## src/rtl/anc_pkg.sv

```systemverilog
package anc_pkg;

  typedef enum logic [2:0] {
    ST_WAIT     = 3'd0,
    ST_BOOT     = 3'd1,
    ST_ACTIVE   = 3'd2,
    ST_ALERT    = 3'd3,
    ST_DISTRESS = 3'd4
  } state_e;

  // Upper two bits of a packet select its kind; the node ID fills the rest.
  localparam logic [1:0] TAG_BOOT  = 2'b01;
  localparam logic [1:0] TAG_ALARM = 2'b11;

endpackage

```

## src/rtl/anc_tick.sv

```systemverilog
module anc_tick #(
  parameter int unsigned DIV = 4
) (
  input  logic clk,
  input  logic rst_n,
  input  logic restart,
  output logic tick
);
  localparam int unsigned W = (DIV > 1) ? $clog2(DIV) : 1;
  localparam logic [W-1:0] LAST = W'(DIV - 1);

  logic [W-1:0] cnt_q, cnt_d;

  always_comb begin
    if (restart)            cnt_d = '0;
    else if (cnt_q == LAST) cnt_d = '0;
    else                    cnt_d = cnt_q + 1'b1;
  end

  always_ff @(posedge clk or negedge rst_n) begin
    if (!rst_n) cnt_q <= '0;
    else        cnt_q <= cnt_d;
  end

  assign tick = !restart && (cnt_q == LAST);
endmodule

```

## src/rtl/anc_edge_sync.sv

```systemverilog
module anc_edge_sync #(
  parameter int unsigned STAGES = 2
) (
  input  logic clk,
  input  logic rst_n,
  input  logic din,
  output logic rise
);
  logic [STAGES:0] sh_q;

  genvar g;
  generate
    for (g = 0; g <= STAGES; g++) begin : g_stage
      if (g == 0) begin : g_first
        always_ff @(posedge clk or negedge rst_n) begin
          if (!rst_n) sh_q[g] <= 1'b0;
          else        sh_q[g] <= din;
        end
      end else begin : g_next
        always_ff @(posedge clk or negedge rst_n) begin
          if (!rst_n) sh_q[g] <= 1'b0;
          else        sh_q[g] <= sh_q[g-1];
        end
      end
    end
  endgenerate

  assign rise = sh_q[STAGES-1] & ~sh_q[STAGES];
endmodule

```

## src/rtl/anc_tx_hold.sv

```systemverilog
module anc_tx_hold #(
  parameter int unsigned W = 8
) (
  input  logic         clk,
  input  logic         rst_n,
  input  logic         req,
  input  logic [W-1:0] req_data,
  input  logic         tx_ready,
  output logic         tx_valid,
  output logic [W-1:0] tx_data
);
  logic         valid_q, valid_d;
  logic [W-1:0] data_q, data_d;
  logic         load;

  // A request is taken only when the slot is free or empties this cycle.
  assign load = req && (!valid_q || tx_ready);

  always_comb begin
    valid_d = valid_q;
    data_d  = data_q;
    if (load) begin
      valid_d = 1'b1;
      data_d  = req_data;
    end else if (valid_q && tx_ready) begin
      valid_d = 1'b0;
    end
  end

  always_ff @(posedge clk or negedge rst_n) begin
    if (!rst_n) begin
      valid_q <= 1'b0;
      data_q  <= '0;
    end else begin
      valid_q <= valid_d;
      data_q  <= data_d;
    end
  end

  assign tx_valid = valid_q;
  assign tx_data  = data_q;
endmodule

```

## src/rtl/alarm_node_ctrl.sv

```systemverilog
module alarm_node_ctrl
  import anc_pkg::*;
#(
  parameter int unsigned CLK_HZ     = 125_000_000,
  parameter int unsigned QTR_CYCLES = CLK_HZ / 4,
  parameter int unsigned ID_W       = 6
) (
  input  logic              clk,
  input  logic              rst_n,
  input  logic [ID_W-1:0]   node_id,
  input  logic              radio_ready,
  input  logic              distress_btn,
  input  logic              rx_valid,
  input  logic [ID_W+1:0]   rx_data,
  input  logic              tx_ready,
  output logic              tx_valid,
  output logic [ID_W+1:0]   tx_data,
  output logic              lamp_green,
  output logic              lamp_red,
  output logic              buzzer,
  output logic              strobe,
  output logic              vibe
);
  localparam int unsigned PKT_W   = ID_W + 2;
  // Intervals in quarter-second ticks.
  localparam int unsigned HALF_Q  = 2;   // 0.5 s
  localparam int unsigned HS_Q    = 3;   // 0.75 s
  localparam int unsigned BLINK_Q = 4;   // 1 s
  localparam int unsigned ALARM_Q = 20;  // 5 s
  localparam int unsigned PH_W    = $clog2(ALARM_Q + 2 * BLINK_Q);

  localparam logic [PH_W-1:0] WRAP_WAIT  = PH_W'(2 * BLINK_Q - 1);
  localparam logic [PH_W-1:0] WRAP_BOOT  = PH_W'(2 * HS_Q - 1);
  localparam logic [PH_W-1:0] WRAP_ALERT = PH_W'(2 * HALF_Q - 1);
  localparam logic [PH_W-1:0] WRAP_DIST  = PH_W'(ALARM_Q - 1);
  localparam logic [PH_W-1:0] BLINK_ON   = PH_W'(BLINK_Q);
  localparam logic [PH_W-1:0] HS_SPLIT   = PH_W'(HS_Q);

  // Reset: asserted asynchronously, released on the clock.
  logic [1:0] rs_q;
  logic       rst_sync_n;
  always_ff @(posedge clk or negedge rst_n) begin
    if (!rst_n) rs_q <= 2'b00;
    else        rs_q <= {rs_q[0], 1'b1};
  end
  assign rst_sync_n = rs_q[1];

  state_e           state_q, state_d;
  logic [PH_W-1:0]  ph_q, ph_d, ph_wrap;
  logic             restart, tick, btn_rise, half_edge;
  logic             send_req;
  logic [PKT_W-1:0] send_data, boot_pkt, alarm_pkt;
  logic             buzz_q, buzz_d, strb_q, strb_d, vibe_q, vibe_d;
  logic             rx_is_alarm;

  assign boot_pkt    = {TAG_BOOT, node_id};
  assign alarm_pkt   = {TAG_ALARM, node_id};
  assign rx_is_alarm = rx_valid && (rx_data[PKT_W-1:PKT_W-2] == TAG_ALARM);

  anc_tick #(.DIV(QTR_CYCLES)) u_tick (
    .clk(clk), .rst_n(rst_sync_n), .restart(restart), .tick(tick)
  );

  anc_edge_sync #(.STAGES(2)) u_btn (
    .clk(clk), .rst_n(rst_sync_n), .din(distress_btn), .rise(btn_rise)
  );

  anc_tx_hold #(.W(PKT_W)) u_tx (
    .clk(clk), .rst_n(rst_sync_n), .req(send_req), .req_data(send_data),
    .tx_ready(tx_ready), .tx_valid(tx_valid), .tx_data(tx_data)
  );

  // Next state and send requests.
  always_comb begin
    state_d   = state_q;
    send_req  = 1'b0;
    send_data = alarm_pkt;
    unique case (state_q)
      ST_WAIT: begin
        if (radio_ready) begin
          state_d   = ST_BOOT;
          send_req  = 1'b1;
          send_data = boot_pkt;
        end
      end
      ST_BOOT: begin
        if (rx_valid && rx_data == boot_pkt) begin
          state_d = ST_ACTIVE;
        end else if (tick && ph_q == WRAP_BOOT) begin
          send_req  = 1'b1;
          send_data = boot_pkt;
        end
      end
      ST_ACTIVE: begin
        if (btn_rise) begin
          state_d  = ST_DISTRESS;
          send_req = 1'b1;
        end else if (rx_is_alarm) begin
          state_d = ST_ALERT;
        end
      end
      ST_ALERT: begin
        if (btn_rise) begin
          state_d  = ST_DISTRESS;
          send_req = 1'b1;
        end
      end
      ST_DISTRESS: begin
        if (tick && ph_q == WRAP_DIST) send_req = 1'b1;
      end
      default: state_d = ST_WAIT;
    endcase
  end

  assign restart = (state_d != state_q);

  always_comb begin
    unique case (state_q)
      ST_WAIT:     ph_wrap = WRAP_WAIT;
      ST_BOOT:     ph_wrap = WRAP_BOOT;
      ST_ALERT:    ph_wrap = WRAP_ALERT;
      ST_DISTRESS: ph_wrap = WRAP_DIST;
      default:     ph_wrap = '0;
    endcase
  end

  always_comb begin
    if (restart)   ph_d = '0;
    else if (tick) ph_d = (ph_q == ph_wrap) ? '0 : ph_q + 1'b1;
    else           ph_d = ph_q;
  end

  assign half_edge = tick && ((32'(ph_q) % HALF_Q) == (HALF_Q - 1));

  always_comb begin
    buzz_d = buzz_q;
    strb_d = strb_q;
    vibe_d = vibe_q;
    if (state_q == ST_DISTRESS && half_edge) begin
      buzz_d = ~buzz_q;
      strb_d = ~strb_q;
    end
    if (state_q == ST_ALERT && half_edge) vibe_d = ~vibe_q;
  end

  always_ff @(posedge clk or negedge rst_sync_n) begin
    if (!rst_sync_n) begin
      state_q <= ST_WAIT;
      ph_q    <= '0;
      buzz_q  <= 1'b0;
      strb_q  <= 1'b0;
      vibe_q  <= 1'b0;
    end else begin
      state_q <= state_d;
      ph_q    <= ph_d;
      buzz_q  <= buzz_d;
      strb_q  <= strb_d;
      vibe_q  <= vibe_d;
    end
  end

  always_comb begin
    lamp_red   = 1'b0;
    lamp_green = 1'b0;
    unique case (state_q)
      ST_WAIT:     lamp_red = (ph_q < BLINK_ON);
      ST_BOOT: begin
        lamp_red   = (ph_q < HS_SPLIT);
        lamp_green = (ph_q >= HS_SPLIT);
      end
      ST_ACTIVE,
      ST_ALERT:    lamp_green = 1'b1;
      ST_DISTRESS: lamp_red = 1'b1;
      default:     lamp_red = 1'b0;
    endcase
  end

  assign buzzer = buzz_q;
  assign strobe = strb_q;
  assign vibe   = vibe_q;
endmodule

```

## config.mk

```make
export PLATFORM = sky130hd
export DESIGN_NAME = alarm_node_ctrl
export DESIGN_NICKNAME = d
export VERILOG_FILES = /design/src/rtl/anc_pkg.sv /design/src/rtl/anc_tick.sv /design/src/rtl/anc_edge_sync.sv /design/src/rtl/anc_tx_hold.sv /design/src/rtl/alarm_node_ctrl.sv
export SDC_FILE = /design/constraint.sdc
export NUM_CORES = 1
export LEC_CHECK = 0
export ABC_AREA = 1
export CAP_MARGIN = 20
export CORE_MARGIN = 1.5
export CORE_UTILIZATION = 50
export CTS_CLUSTER_SIZE = 30
export DETAILED_ROUTE_END_ITERATION = 7
export PLACE_DENSITY = 0.78
export SYNTH_ARGS = -nofsm -noshare
export SYNTH_HDL_FRONTEND = slang
export SYNTH_SLANG_ARGS = --single-unit
```

## constraint.sdc

```tcl
create_clock -name clk -period 1.45 [get_ports clk]
set_input_delay 0.145 -clock clk [delete_from_list [all_inputs] [get_ports clk]]
set_output_delay 0.145 -clock clk [all_outputs]
set_load 0.03 [all_outputs]
```

==> out/results.tsv <==
metric	value	unit
dp.cells	555	
final_core_util	86.2	%
p_int	2.84	mW
path_clk_slew	0.10	ns
syn_area_per_cell	7.87	µm²
synthFlopType	dfrtp_1	
drcViolationCount	0	
die_w	78.6	µm
ant_nets	0	
power.share.switching	39.0	%
multi_input_area	1780	µm²
worst_ir_drop_vdd	1270	µV
grt_overflow_total	0	
crit_type	reg -> reg	
p_per_area	979	nW/µm²
worstPathMaxFanout	5	
port_buffers	33	
cts_buffers	5	
power_frac_clock	19.1	%
antenna_found_initial	0	
layout_common_cells	97 x buf_4, 54 x nand2_1, 49 x dfrtp_1, 40 x inv_1, 28 x nor2_1	
finalPower	4.64	mW
drt_first_pass_iters	6	
clk_path_buf_depth	2	
finalInstanceArea	4750	µm²
initial_core_util	51.9	%
nFillCells	270	
setup-violations-final	45	
wl_per_cell	17.9	µm
hold_path_class	reg -> async	
postPlaceCellArea	3960	µm²
die_area	6180	µm²
wl	10600	µm
vias	3364	
gp_congestion	0.876	
switching_power	1.81	mW
drive_gt1_share	47.3	%
fp-row-count	27	
violations	negative setup slack	
slew_viol_final	0	
dpl_worst_slack	-0.441	ns
seq_area	1250	µm²
fmax	0.505	GHz
fin_cells	594	
grt_pass1_wl	14700	µm
area_growth	66.1	%
grt_pass1_vias	3323	
synth_seq_cells	50	
synth_edf_count	0	
final_hold_viol_count	0	
final_common_cell	buf_4	
p_leak	2.24	nW
worst_slack	-0.532	ns
cts_tree	built	
yosysUniqueCellTypes	30	
holdWs	0.136	ns
synth.cell_area	2860	µm²
arrival	2.19	ns
status	finished, violations left	
cts.sinks	50	
maxCapViolCount	0	
io_pins	34	
start_kind	flip-flop	
async_reset_ff_share	100	%
pwr-share-seq	38.4	%
via_per_inst	5.66	
synthesis.nets	386	
endpoint_kind	flip-flop	
first_iter_violations	246	
grt_max_degree	39	
cts_max_level	2	
netlist_instances	363	
required	1.66	ns
clock_latency	0.32	ns
tns	-16.07	ns
n_antenna_cell	0	
num-nets-final	544	
final.setup_skew	0.0104	ns
synth_warnings	0	
ys_seq_area_share	43.8	%
layout_worst_path_cycle_share	137	%
grt_setup_unrepaired	true	
pwr-share-comb	42.4	%
cts.root.buffer_cell	clkbuf_8	
die_h	78.6	µm
dp_hpwl	5540	µm
grt_usage	30.7	%
coreArea	5510	µm²
post-route-min-period	1.98	ns
-- worst max-delay path: stages, from the launching register on --
cell,delay (ns)
dfrtp_1,0.44
nor2_2,0.15
inv_2,0.09
nor2_4,0.12
inv_2,0.05
nor3_2,0.11
nand3_1,0.14
nand2_1,0.09
nand4_1,0.20
nand2_4,0.19
nand2_4,0.10
nand2_2,0.11
nand2_1,0.06
-- synth_stat cells, types with 3 or more instances --
master	count	area (µm²)
nand3_1	20	100
nor4_1	3	18.8
nor3_2	3	30.0
o21ai_1	8	40.0
nand4_1	12	75.1
xnor2_1	6	52.6
nor2_1	42	158
o21ai_0	12	60.1
inv_1	41	154
nand3_2	7	70.1
nor2_4	8	90.1
nand2_2	6	37.5
inv_2	11	41.3
nor2_2	6	37.5
a21oi_1	14	70.1
ha_1	3	37.5
xor2_1	7	61.3
nor3_1	15	75.1
nand2_1	77	289
dfrtp_1	50	1250
-- sequential cells by signal, summed over array words and instances (netlist names) --
name           count
u_tick.cnt_q      25
u_tx.tx_data       8
ph_q               5
state_q            3
u_btn.sh_q         3
rs_q               2
buzzer             1
strobe             1
u_tx.tx_valid      1
vibe               1
-- final timing paths --
check                      cells after the start         start  slack, ns               to
max                                           12    state_q[0]      -0.53  u_tx.tx_data[7]
min                                            0       rs_q[1]       0.14          ph_q[2]
max reg2reg                                   12    state_q[0]      -0.53  u_tx.tx_data[7]
min reg2reg                                    0       rs_q[1]       0.14          ph_q[2]
max in group asynchronous                      2         rst_n       0.80          rs_q[1]
min in group clk                               1  distress_btn       0.26    u_btn.sh_q[0]
-- power groups by stage --
stage	logic, mW	clock network [mW]	registers (mW)
floorplan	0.569	0	1.97
global placement	1.47	0	1.75
detailed placement	1.52	0	1.76
CTS	1.56	0.878	1.74
global route	2.08	0.940	1.81
finish	1.97	0.889	1.79
-- metal layers --
| layer | track usage [%] | part of all wire (%) | up-vias |
|---|---|---|---|
| li1 | - | - | 1484 |
| met1 | 31.4 | 34 | 1575 |
| met2 | 57.3 | 51 | 216 |
| met3 | 5.47 | 7.2 | 89 |
| met4 | 18.4 | 7.2 | 0 |
| met5 | 0 | 0 | - |
-- cells by family (layout without fill, tap and decap cells) --
family | after synthesis | after routing | share of synthesized area [%]
flip-flops | 50 | 50 | 43.8
XOR/XNOR | 13 | 13 | 3.98
AO/OA/AOI/OAI | 37 | 37 | 6.74
adder cells (fa/ha/maj) | 3 | 3 | 1.31
AND/OR/NAND/NOR | 203 | 206 | 36.0
buffers and inverters | 56 | 212 | 8.01
other | 1 | 1 | 0.131
-- repair_timing --
item / in CTS / in global routing
endpoints found under the hold margin: 2 / 0
endpoints found under the setup margin: 56 / 45
pin swaps: 14 / 26
hold buffers: 1 / 0
gates cloned: 4 / 0
resized for setup: 71 / 76
setup buffers: 19 / 16
-- cell type report --
cell class / instances / share of cell area, %
sequential: 50 / 26.4
timing repair buffer: 150 / 27.1
inverter: 53 / 4.72
timing repair inverter: 1 / 0.343
clock inverter: 2 / 0.264
tap: 72 / 1.90
multi-input combinational: 260 / 37.5
clock buffer: 6 / 1.74
Power figures use the tool's default switching activity.
